--- config.mk ---
export PLATFORM = sky130hd
export DESIGN_NAME = clk_ratio_ctrl
export DESIGN_NICKNAME = d
export VERILOG_FILES = /design/src/rtl/clkr_pkg.sv /design/src/rtl/clkr_ratio_check.sv /design/src/rtl/clkr_tick_div.sv /design/src/rtl/clk_ratio_ctrl.sv
export SDC_FILE = /design/constraint.sdc
export NUM_CORES = 1
export LEC_CHECK = 0
export CORE_MARGIN = 8
export CORE_UTILIZATION = 69
export CTS_CLUSTER_DIAMETER = 30
export DETAILED_ROUTE_END_ITERATION = 10
export DONT_BUFFER_PORTS = 1
export PLACE_DENSITY = 0.85
export REMOVE_ABC_BUFFERS = 1
export SYNTH_ARGS = -nofsm -noshare
export SYNTH_HDL_FRONTEND = slang
export SYNTH_HIERARCHICAL = 1
export SYNTH_SLANG_ARGS = --single-unit
--- constraint.sdc ---
create_clock -name clk -period 15.4 [get_ports clk]
set_clock_uncertainty 0.2 [all_clocks]
set_input_delay 3.08 -clock clk [delete_from_list [all_inputs] [get_ports clk]]
set_output_delay 3.08 -clock clk [all_outputs]
set_load 0.005 [all_outputs]
--- src/rtl/clkr_pkg.sv ---
package clkr_pkg;

    localparam int IDX_W = 3;
    localparam int VAL_W = 4;

    typedef struct packed {
        logic [IDX_W-1:0] tdiv;
        logic [IDX_W-1:0] cdiv;
        logic [IDX_W-1:0] mul;
    } ratio_set_t;

    typedef enum logic {
        ST_IDLE,
        ST_PEND
    } ctl_state_t;

    // Returns 0 for an unused code
    function automatic logic [VAL_W-1:0] mul_value(input logic [IDX_W-1:0] code);
        unique case (code)
            3'd0:    mul_value = 4'd1;
            3'd1:    mul_value = 4'd2;
            3'd2:    mul_value = 4'd3;
            3'd3:    mul_value = 4'd4;
            3'd4:    mul_value = 4'd6;
            3'd5:    mul_value = 4'd8;
            default: mul_value = 4'd0;
        endcase
    endfunction

    function automatic logic [VAL_W-1:0] cdiv_value(input logic [IDX_W-1:0] code);
        unique case (code)
            3'd0:    cdiv_value = 4'd1;
            3'd1:    cdiv_value = 4'd2;
            3'd2:    cdiv_value = 4'd3;
            3'd3:    cdiv_value = 4'd4;
            3'd4:    cdiv_value = 4'd6;
            3'd5:    cdiv_value = 4'd8;
            3'd6:    cdiv_value = 4'd12;
            default: cdiv_value = 4'd0;
        endcase
    endfunction

    function automatic logic [VAL_W-1:0] tdiv_value(input logic [IDX_W-1:0] code);
        unique case (code)
            3'd0:    tdiv_value = 4'd1;
            3'd1:    tdiv_value = 4'd2;
            3'd2:    tdiv_value = 4'd3;
            3'd3:    tdiv_value = 4'd4;
            default: tdiv_value = 4'd0;
        endcase
    endfunction

endpackage

--- src/rtl/clkr_ratio_check.sv ---
module clkr_ratio_check
    import clkr_pkg::*;
(
    input  ratio_set_t cand,
    output logic       legal
);
    logic [VAL_W-1:0] m_v, c_v, t_v;
    logic             codes_ok, slow_ok, mult_ok;

    always_comb begin
        m_v      = mul_value(cand.mul);
        c_v      = cdiv_value(cand.cdiv);
        t_v      = tdiv_value(cand.tdiv);
        codes_ok = (m_v != '0) && (c_v != '0) && (t_v != '0);
        // core clock may not run below the reference clock
        slow_ok  = (c_v <= m_v);
        // timer clock must be an integer multiple of the core clock
        mult_ok  = (t_v != '0) ? ((c_v % t_v) == '0) : 1'b0;
        legal    = codes_ok && slow_ok && mult_ok;
    end
endmodule

--- src/rtl/clkr_tick_div.sv ---
module clkr_tick_div #(
    parameter int CNT_W = 4
) (
    input  logic             clk,
    input  logic             rst_n,
    input  logic [CNT_W-1:0] ratio,
    output logic             tick,
    output logic             last
);
    logic [CNT_W-1:0] cnt_q;

    assign tick = (cnt_q == '0);
    assign last = (cnt_q == ratio - CNT_W'(1));

    always_ff @(posedge clk) begin
        if (!rst_n)    cnt_q <= '0;
        else if (last) cnt_q <= '0;
        else           cnt_q <= cnt_q + CNT_W'(1);
    end
endmodule

--- src/rtl/clk_ratio_ctrl.sv ---
module clk_ratio_ctrl
    import clkr_pkg::*;
#(
    parameter int SEL_W   = 2,
    parameter int NUM_DIV = 3
) (
    input  logic                 clk,
    input  logic                 rst_n,
    input  logic                 wr_en,
    input  logic [SEL_W-1:0]     wr_sel,
    input  logic [2*IDX_W-1:0]   wr_data,
    output logic                 ref_tick,
    output logic                 core_tick,
    output logic                 tmr_tick,
    output logic                 cfg_err,
    output logic                 cfg_pending,
    output logic [3*IDX_W-1:0]   rd_active,
    output logic [3*IDX_W-1:0]   rd_pending
);
    localparam logic [SEL_W-1:0] SEL_FREQ = SEL_W'(0);
    localparam logic [SEL_W-1:0] SEL_TMR  = SEL_W'(1);
    localparam logic [SEL_W-1:0] SEL_STAT = SEL_W'(2);

    ctl_state_t state_q, state_d;
    ratio_set_t act_q, pend_q, cand;
    logic       err_q;
    logic       cfg_wr, clr_wr, legal, accept, reject, aligned;

    logic [VAL_W-1:0]   ratio_v [NUM_DIV];
    logic [NUM_DIV-1:0] tick, last;

    // candidate = pending settings with the written field replaced
    always_comb begin
        cand = pend_q;
        unique case (wr_sel)
            SEL_FREQ: begin
                cand.mul  = wr_data[IDX_W-1:0];
                cand.cdiv = wr_data[2*IDX_W-1:IDX_W];
            end
            SEL_TMR:  cand.tdiv = wr_data[IDX_W-1:0];
            default:  cand = pend_q;
        endcase
    end

    clkr_ratio_check u_check (
        .cand  (cand),
        .legal (legal)
    );

    assign cfg_wr  = wr_en && ((wr_sel == SEL_FREQ) || (wr_sel == SEL_TMR));
    assign clr_wr  = wr_en && (wr_sel == SEL_STAT) && wr_data[0];
    assign accept  = cfg_wr && legal;
    assign reject  = cfg_wr && !legal;
    assign aligned = &last;

    // divider bank: 0 reference, 1 core, 2 timer
    assign ratio_v[0] = mul_value(act_q.mul);
    assign ratio_v[1] = cdiv_value(act_q.cdiv);
    assign ratio_v[2] = tdiv_value(act_q.tdiv);

    for (genvar g = 0; g < NUM_DIV; g++) begin : g_div
        clkr_tick_div #(.CNT_W(VAL_W)) u_div (
            .clk   (clk),
            .rst_n (rst_n),
            .ratio (ratio_v[g]),
            .tick  (tick[g]),
            .last  (last[g])
        );
    end

    // state register
    always_ff @(posedge clk) begin
        if (!rst_n) state_q <= ST_IDLE;
        else        state_q <= state_d;
    end

    // next state: ACCEPT, APPLY, REAPPLY
    always_comb begin
        state_d = state_q;
        unique case (state_q)
            ST_IDLE: if (accept)             state_d = ST_PEND;
            ST_PEND: if (aligned && !accept) state_d = ST_IDLE;
            default:                         state_d = ST_IDLE;
        endcase
    end

    // settings and error flag
    always_ff @(posedge clk) begin
        if (!rst_n) begin
            act_q  <= '0;
            pend_q <= '0;
            err_q  <= 1'b0;
        end else begin
            if ((state_q == ST_PEND) && aligned) act_q <= pend_q;
            if (accept)                          pend_q <= cand;
            if (reject)                          err_q <= 1'b1;
            else if (clr_wr)                     err_q <= 1'b0;
        end
    end

    assign ref_tick    = tick[0];
    assign core_tick   = tick[1];
    assign tmr_tick    = tick[2];
    assign cfg_err     = err_q;
    assign cfg_pending = (state_q == ST_PEND);
    assign rd_active   = act_q;
    assign rd_pending  = pend_q;
endmodule

Word level (Yosys, flattened, before mapping)
Index checks and enable logic that the tools add are counted.
{"block": "totals", "reg_bits": 32, "wordCells": 101, "out_inout_bits": 23, "inputBits": 11}
{"block": "classes", "reduce_logical": 33, "n_bitwise": 2, "order_cmp": 1, "mux": 14, "addsub": 6, "div": 1, "n_eq_ne": 33}
{"op": "$pmux W4 S7", "count": 2}
{"op": "$pmux W4 S6", "count": 2}
{"op": "$eq A3 B2 Y1 const B", "count": 12}
{"op": "$eq A3 B3 Y1 const B", "count": 10}
{"op": "$pmux W3 S4", "count": 2}
{"op": "$eq A3 B1 Y1 const B", "count": 6}
{"op": "$logic_not A3 Y1", "count": 6}
{"op": "$logic_not A4 Y1", "count": 4}
{"op": "$add A4 B1 Y4 const B", "count": 3}
{"op": "$eq A4 B4 Y1", "count": 3}
{"op": "$reduce_bool A4 Y1", "count": 3}
{"op": "$logic_and A1 B1 Y1", "count": 11}
{"op": "$sub A4 B1 Y4 const B", "count": 2}
{"op": "$mux W6", "count": 1}
{"op": "$reduce_or A2 Y1", "count": 3}
{"op": "$mux W1", "count": 5}
{"op": "$le A4 B4 Y1", "count": 1}
{"op": "$mod A4 B4 Y4", "count": 1}
{"op": "$sub A3 B1 Y4 const B", "count": 1}
{"op": "$mux W3", "count": 1}
{"op": "$reduce_and A3 Y1", "count": 1}
{"op": "$eq A2 B1 Y1 const B", "count": 1}
{"op": "$eq A2 B2 Y1 const B", "count": 1}
{"op": "$logic_not A1 Y1", "count": 2}
{"op": "5 further kinds", "count": 6}

Logic depth before layout (Yosys ltp)
Gate-level depths: netlist (run 1).
{"block": "depth", "word_depth": 14, "depth_mapped": 31, "depth_no_buf": 29}

Hierarchy
Netlist (run 1), hierarchy kept.
{"module": "clk_ratio_ctrl", "seq_area_each_um2": 400.4, "area_per_inst_um2": 965.9, "cells_each": 118, "instances": 1}
{"module": "clkr_tick_div", "seq_area_each_um2": 80.1, "area_per_inst_um2": 286.5, "cells_each": 29, "instances": 3}
{"module": "clkr_ratio_check", "seq_area_each_um2": 0.0, "area_per_inst_um2": 744.5, "cells_each": 96, "instances": 1}

Worst setup path after synthesis (run 1)
No wires, ideal clock.
{"block": "synth_timing", "path_type": "input to register", "from": "in wr_sel[1]", "to": "reg pend_q (netlist bit rd_pending[3])", "t_required_ns": 15.077, "arrival_time_ns": 8.424, "path_slack_ns": 6.654, "path_buffers": 2, "setup_time_ns": 0.123, "stages": 26, "cell_sequence": "nor2_1 mux2_2 buf_6 xor2_1 nand2_1 inv_1 ha_1 a22oi_1 ha_1 o21ai_0 a21boi_2 mux2_2 ha_1 a21oi_1 o211ai_1 a21boi_2 mux2_2 ha_1 a21oi_1 nand2b_1 mux2_4 o211a_1 and4bb_2 buf_2 nand3_1 o21ai_0"}
{"element": "start: declaration", "line": "clk_ratio_ctrl.sv:10", "text": "input logic [SEL_W-1:0] wr_sel,"}
{"element": "end signal: assignment", "line": "clk_ratio_ctrl.sv:95", "text": "if (accept) pend_q <= cand;"}
{"element": "end: declaration", "line": "clk_ratio_ctrl.sv:25", "text": "ratio_set_t act_q, pend_q, cand;"}

==> impl_metrics.tcl, run 1 <==
set metrics [dict create \
    num_io_pins 34 \
    drt-total-wl_um 5530 \
    synth_sequential_area_ratio 0.249 \
    final_design_area_no_fill_um2 2660 \
    critPathArrivalTime_ns 8.87 \
    synth_largest_type_area_fraction 0.249 \
    max_slew.worst_pin.slew_ns 0.528 \
    grt_max_degree 37 \
    worst-r2r-setup-slack_ns 9.47 \
    post_cts_buffers 0 \
    worstReg2RegEnd "rd_pending[0]" \
    via_count_of_the_first_global_routing_pass 2051 \
    post_synth_most_frequent_cells "sky130_fd_sc_hd__dfxtp_1, sky130_fd_sc_hd__nand2_1, sky130_fd_sc_hd__inv_1, sky130_fd_sc_hd__nand3_1, sky130_fd_sc_hd__ha_1" \
    synth_largest_area_cell "sky130_fd_sc_hd__dfxtp_1" \
    cellLeakagePower_nw 1.11 \
    design.final.nets 334 \
    grt_pass1_wl_um 9340 \
    pre_antenna_drt_iters 4 \
    die_width_um 77.0 \
    dpl.hpwl_um 4390 \
    synth-edff-count 0 \
    cts_hold_buffers 0 \
    timing.critical_path.fanout_max 12 \
    post_synth_inst_count 301 \
    clock_root_buffer "sky130_fd_sc_hd__clkbuf_8" \
    floorplan.die_area_um2 5930 \
    grt_setup_unrepaired "no" \
    ys.warnings.count 6 \
    die-height_um 77.0 \
    synth.top_cells.by_area "sky130_fd_sc_hd__dfxtp_1, sky130_fd_sc_hd__ha_1, sky130_fd_sc_hd__xnor2_1, sky130_fd_sc_hd__mux2_2, sky130_fd_sc_hd__nand3_1" \
    cts_htree_levels 2 \
    cts_buffer_depth 2 \
    grt_overflow_total 0 \
    flow.area_growth_from_synthesis_pct 3.60 \
    timing.hold.worst.class "flip-flop to flip-flop" \
    critical_path.endpoint_type "flip-flop" \
    postSynth.topFlopCell "sky130_fd_sc_hd__dfxtp_1" \
    worstReg2RegStart "rd_pending[3]" \
    totalNegativeSetupSlack_ns 0 \
    cts_tree "yes" \
    insertion_delay_ns 0.28 \
    drive_gt1_frac 0.130 \
    post_synth.cell_area_avg_um2 8.54 \
    route.antenna.remaining_nets 0 \
    remaining_drc_errors 0 \
    cp_num_cells 26 \
    hold_viol_final 0 \
    cp-endpoint "rd_pending[0]" \
    setup_viol_count_final 0 \
    reg2reg_depth 25 \
    cts.sink_count 32 \
    num_antenna_cells 0 \
    core_um2 3630 \
    via_count 2103 \
    achievable-frequency_mhz 112 \
    critical_path.top_delay_family "compound AO/OA/AOI/OAI gates" \
    startpoint_type "input pin" \
    gp_routability_congestion 0.942 \
    grt_antenna_before_repair 0 \
    numCtsBuffers 5 \
    routed_wire_length_per_instance_um 15.9 \
    clkSlewWorstSetupHoldPaths_ns 0.06 \
    outcome "finished clean" \
    slew_headroom 0.647 \
    floorplan.initialDensity 0.707 \
    post_cts_resized 0 \
    critical_path_buf_inv_count 2 \
    rows 22 \
    netlist_area_um2 2570 \
    avgViaCountPerCell 6.03 \
    cap_violations 0 \
    critical_path.most_common_cell "sky130_fd_sc_hd__ha_1" \
    criticalPathCategory "input pin to flip-flop" \
    synth_async_sr_flop_share 0 \
    power_density_nw_per_um2 81.1 \
    startpoint "wr_sel[1]" \
    io_buffers 0 \
    cpMaxStageDelayCell "sky130_fd_sc_hd__mux2_2" \
    power.ir.vdd_worst_uv 62.4 \
    layout_min_cycle_time_ns 8.92 \
    place_area_um2 2580 \
    synth.ff_latch_count 32 \
    synthDistinctLibCells 58 \
    cpPeakStageDelay_ns 0.48 \
    layout_worst_path_cycle_share 0.579 \
    grt_use_total 0.187 \
    initialDrtViolationCount 143 \
    final_count_of_pins_violating_max_slew 0 \
    top_count_cell_post_synth "sky130_fd_sc_hd__dfxtp_1" \
    cp_data_required_time_ns 15.35 \
]
[cell type report]
| cell class | instances | area, um^2 |
|---|---|---|
| well taps | 48 | 60.1 |
| fillers | 289 | 971 |
| flip-flops and latches | 32 | 641 |
| clock buffers | 6 | 72.6 |
| clock inverters | 1 | 5.00 |
| inverters | 28 | 105 |
| multi-input cells | 234 | 1780 |
[placed cells by master, fill, tap and decap left out, drive strengths merged, types with 3 or more instances in the layout]
master  netlist  final
mux2         12     12
xor3          3      3
ha           21     21
o211ai        3      3
clkbuf        2      6
nand2b        4      4
o21ai        22     22
dfxtp        32     32
nor2         15     15
a211oi        9      9
xor2          9      9
nor3b         3      3
and2          3      3
mux2i         4      4
nand3b        3      3
nor3          8      8
nand2        30     30
nand3        23     23
xnor2        17     17
a21oi        13     13
inv          28     28
[flip-flops by register name, indices dropped and copies added (netlist names)]
signal             flops
cfg_pending            1
g_div.u_div/cnt_q     12
cfg_err                1
rd_active              9
rd_pending             9
[power breakdown]
| group | total, W | switching [W] | leakage (nW) | internal [W] |
|---|---|---|---|---|
| logic | 0.0000703 | 0.0000375 | 0.815 | 0.0000329 |
| registers | 0.0000863 | 0.00000195 | 0.258 | 0.0000844 |
| clock network | 0.0000594 | 0.0000287 | 0.0410 | 0.0000307 |
[worst reg2reg max path: stages (launching register included)]
cell	delay (ns)
sky130_fd_sc_hd__dfxtp_1	0.34
sky130_fd_sc_hd__mux2_2	0.35
sky130_fd_sc_hd__xor2_1	0.18
sky130_fd_sc_hd__nand2_1	0.16
sky130_fd_sc_hd__inv_1	0.09
sky130_fd_sc_hd__ha_1	0.34
sky130_fd_sc_hd__a22oi_1	0.11
sky130_fd_sc_hd__ha_1	0.31
sky130_fd_sc_hd__o21ai_0	0.13
sky130_fd_sc_hd__a21boi_2	0.24
sky130_fd_sc_hd__mux2_2	0.39
sky130_fd_sc_hd__ha_1	0.34
sky130_fd_sc_hd__a21oi_1	0.34
sky130_fd_sc_hd__o211ai_1	0.20
sky130_fd_sc_hd__a21boi_2	0.22
sky130_fd_sc_hd__o21a_1	0.15
sky130_fd_sc_hd__inv_1	0.06
sky130_fd_sc_hd__fa_1	0.42
sky130_fd_sc_hd__nand2_1	0.07
sky130_fd_sc_hd__a21oi_1	0.08
sky130_fd_sc_hd__nand2b_1	0.15
sky130_fd_sc_hd__mux2_4	0.25
sky130_fd_sc_hd__o211a_1	0.15
sky130_fd_sc_hd__and4bb_2	0.33
sky130_fd_sc_hd__nand3_1	0.10
sky130_fd_sc_hd__o21ai_0	0.07
[cells by family (layout without fill, tap and decap cells)]
| logic type | count (synthesis) | in the layout | share of synthesized area |
|---|---|---|---|
| xor+xnor | 29 | 29 | 0.118 |
| simple gates | 102 | 102 | 0.217 |
| mux | 16 | 16 | 0.0696 |
| fa+ha+maj | 23 | 23 | 0.114 |
| flops | 32 | 32 | 0.249 |
| compound gates | 63 | 63 | 0.173 |
| other cells | 1 | 1 | 0.00146 |
| buf+inv | 35 | 35 | 0.0584 |
[worst min-delay path by stage]
stage	cells past startpoint	slack (ns)	to	from
5_1_grt	2	0.35	cfg_err	cfg_err
3_3_place_gp	2	0.31	cfg_err	cfg_err
2_1_floorplan	2	0.27	cfg_pending	cfg_pending
3_5_place_dp	2	0.31	rd_active[5]	rd_pending[5]
4_1_cts	2	0.32	cfg_pending	cfg_pending
6_report	2	0.31	cfg_pending	cfg_pending
[routing by layer]
| layer | GRT usage | vias to the layer above | wire (um) |
|---|---|---|---|
| met5 | 0 | - | 0 |
| met4 | 0.0830 | 0 | 85 |
| met3 | 0.0431 | 8 | 305 |
| met2 | 0.320 | 43 | 2840 |
| met1 | 0.216 | 1002 | 2300 |
| li1 | - | 1050 | - |
[stage by stage]
stage / power (W) / instances / utilization / worst slack [ns] / hold WS [ns]
2_1_floorplan: 0.000146 / 294 / - / 6.79 / 0.270
3_3_place_gp: 0.000156 / 342 / 0.711 / 6.47 / 0.310
3_5_place_dp: 0.000157 / 342 / 0.711 / 6.25 / 0.315
4_1_cts: 0.000216 / 349 / 0.733 / 6.54 / 0.323
5_1_grt: 0.000228 / 349 / 0.733 / 6.01 / 0.352
6_report: 0.000216 / 349 / 0.733 / 6.48 / 0.313
Note: power is estimated with default switching activity, not from simulation.
==> run 2, diff against run 1 <==
--- a/config.mk
+++ b/config.mk
@@ -6,11 +6,11 @@
 export NUM_CORES = 1
 export LEC_CHECK = 0
 export CORE_MARGIN = 8
-export CORE_UTILIZATION = 69
+export CORE_UTILIZATION = 64
 export CTS_CLUSTER_DIAMETER = 30
 export DETAILED_ROUTE_END_ITERATION = 10
 export DONT_BUFFER_PORTS = 1
-export PLACE_DENSITY = 0.85
+export PLACE_DENSITY = 0.8
 export REMOVE_ABC_BUFFERS = 1
 export SYNTH_ARGS = -nofsm -noshare
 export SYNTH_HDL_FRONTEND = slang
==> constraint.sdc (replaced) <==
create_clock -name clk -period 8.45 [get_ports clk]
set_clock_uncertainty 0.2 [all_clocks]
set_input_delay 1.69 -clock clk [delete_from_list [all_inputs] [get_ports clk]]
set_output_delay 1.69 -clock clk [all_outputs]
set_load 0.005 [all_outputs]
==> run 2 against run 1 <==
Global-route usage decreased by 1.8 points; register-to-register slack got worse by 6.9 ns; via count down 2.9%; sequential share of layout area decreased by 0.17 points; die area rose by 6.2%; non-clock buffer count is the same; clock-buffer cell count increased by 1; utilization shrank 5.3 points; final area increased by 0.70%; critical path depth did not move; combinational power up 83%; largest cell class unchanged.
==> impl_metrics.tcl, run 2 (same netlist as run 1, synthesis figures left out) <==
set metrics [dict create \
    die-height_um 79.4 \
    achievable-frequency_mhz 134 \
    remaining_drc_errors 0 \
    flow.area_growth_from_synthesis_pct 4.33 \
    grt_overflow_total 0 \
    startpoint_type "input pin" \
    final_worst_setup_slack_ns 0.967 \
    cellLeakagePower_nw 1.12 \
    core_um2 3940 \
    rows 23 \
    grt_max_degree 37 \
    clock_root_buffer "sky130_fd_sc_hd__clkbuf_8" \
    layout.core_utilization 0.680 \
    num_antenna_cells 0 \
    dpl.hpwl_um 4080 \
    slew_headroom 0.668 \
    totalNegativeSetupSlack_ns 0 \
    power.ir.vdd_worst_uv 98.0 \
    design.final.nets 334 \
    die_width_um 79.4 \
    floorplan.initialDensity 0.652 \
    via_count 2041 \
    grt_antenna_before_repair 0 \
    layoutNonFillerInstCount 352 \
    max_slew.worst_pin.slew_ns 0.496 \
    cpMaxStageDelayCell "sky130_fd_sc_hd__mux2_2" \
    num_io_pins 34 \
    outcome "finished clean" \
    grt_setup_unrepaired "no" \
    grt_pass1_wl_um 8650 \
    fill_cells 308 \
    cts_tree "yes" \
    cts.sink_count 32 \
    routed_wire_length_per_instance_um 14.6 \
    pre_antenna_drt_iters 4 \
    critical_path.endpoint_type "flip-flop" \
    initialDrtViolationCount 149 \
    worstReg2RegEnd "rd_pending[1]" \
    cts_hold_buffers 0 \
    timing.hold.worst.class "flip-flop to flip-flop" \
    cts_buffer_depth 2 \
    io_buffers 0 \
    min-delay-start "cfg_pending" \
    gp_routability_congestion 0.844 \
    pre_cts_ws_ns 0.750 \
    reg2reg_depth 25 \
    post_cts_resized 0 \
    drive_gt1_frac 0.132 \
    hold_viol_final 0 \
    largest_reg_flops 12 \
    route.antenna.remaining_nets 0 \
    post_cts_buffers 0 \
    cts_htree_levels 2 \
    placed_cells 344 \
    cpPeakStageDelay_ns 0.48 \
    final_count_of_pins_violating_max_slew 0 \
    insertion_delay_ns 0.28 \
    avgViaCountPerCell 5.80 \
    mostFrequentLayoutCell "sky130_fd_sc_hd__dfxtp_1" \
    grt_use_total 0.169 \
    worstReg2RegStart "rd_pending[3]" \
    setup_viol_count_final 0 \
    power_density_nw_per_um2 151 \
    timing.critical_path.fanout_max 12 \
    final_design_area_no_fill_um2 2680 \
    drt-total-wl_um 5140 \
    hold_path_depth 2 \
    final_cell_mix "sky130_fd_sc_hd__dfxtp_1, sky130_fd_sc_hd__nand2_1, sky130_fd_sc_hd__inv_1, sky130_fd_sc_hd__nand3_1, sky130_fd_sc_hd__ha_1" \
    cp_data_required_time_ns 8.41 \
    worst-r2r-setup-slack_ns 2.55 \
    cap_violations 0 \
    floorplan.die_area_um2 6300 \
    numCtsBuffers 5 \
    layout_worst_path_cycle_share 0.886 \
    critPathArrivalTime_ns 7.44 \
    via_count_of_the_first_global_routing_pass 1898 \
    layout_min_cycle_time_ns 7.48 \
    criticalPathCategory "input pin to flip-flop" \
    place_area_um2 2590 \
    startpoint "wr_sel[1]" \
    hold_path_end "cfg_pending" \
    clkSlewWorstSetupHoldPaths_ns 0.07 \
    top_register "g_div.u_div/cnt_q" \
]
-- run 2: changes by cell type in the layout (fill, tap and decap cells not counted) --
cell / change
sky130_fd_sc_hd__clkbuf_8: +1
sky130_fd_sc_hd__clkinv_2: -1
sky130_fd_sc_hd__clkinvlp_4: +1
-- run 2: layer usage --
metal | track usage | up-vias | routed length (um)
met2 | 0.292 | 48 | 2570
met1 | 0.186 | 933 | 2140
met5 | 0 | - | 0
met4 | 0.0556 | 0 | 34
met3 | 0.0619 | 2 | 392
li1 | - | 1058 | -
-- run 2: final cells by class --
cell class,instances,area [um^2],share of cell area
clock buffers,7,86.3,0.0322
clock inverters,1,7.51,0.00280
inverters,28,105,0.0392
multi-input cells,234,1780,0.664
flip-flops and latches,32,641,0.239
well taps,50,62.6,0.0233
-- run 2: through the flow --
stage	power (W)	hold slack (ns)
after floorplan	0.000267	0.270
after global placement	0.000284	0.303
after detailed placement	0.000287	0.308
after CTS	0.000408	0.320
after global routing	0.000431	0.354
final	0.000405	0.311
-- run 2: critical path, delay by kind of cell --
kind | cells | cell delay [ns]
AND/OR/NAND/NOR | 6 | 1.18
multiplexers | 3 | 1.11
adder cells (fa/ha/maj) | 4 | 1.42
XOR/XNOR | 1 | 0.18
AO/OA/AOI/OAI | 10 | 1.70
buffers and inverters | 2 | 0.14
-- run 2: worst max path at each step --
stage / cells after the start / slack, ns / to
2_1_floorplan: 24 / 1.23 / rd_pending[0]
3_3_place_gp: 26 / 0.90 / rd_pending[5]
3_5_place_dp: 26 / 0.75 / rd_pending[4]
4_1_cts: 26 / 1.04 / rd_pending[3]
5_1_grt: 26 / 0.59 / rd_pending[1]
6_report: 26 / 0.97 / rd_pending[1]
-- run 2: power breakdown --
group | switching [W] | internal, W
clock | 0.0000531 | 0.0000661
combinational | 0.0000688 | 0.0000599
sequential | 0.00000358 | 0.000154
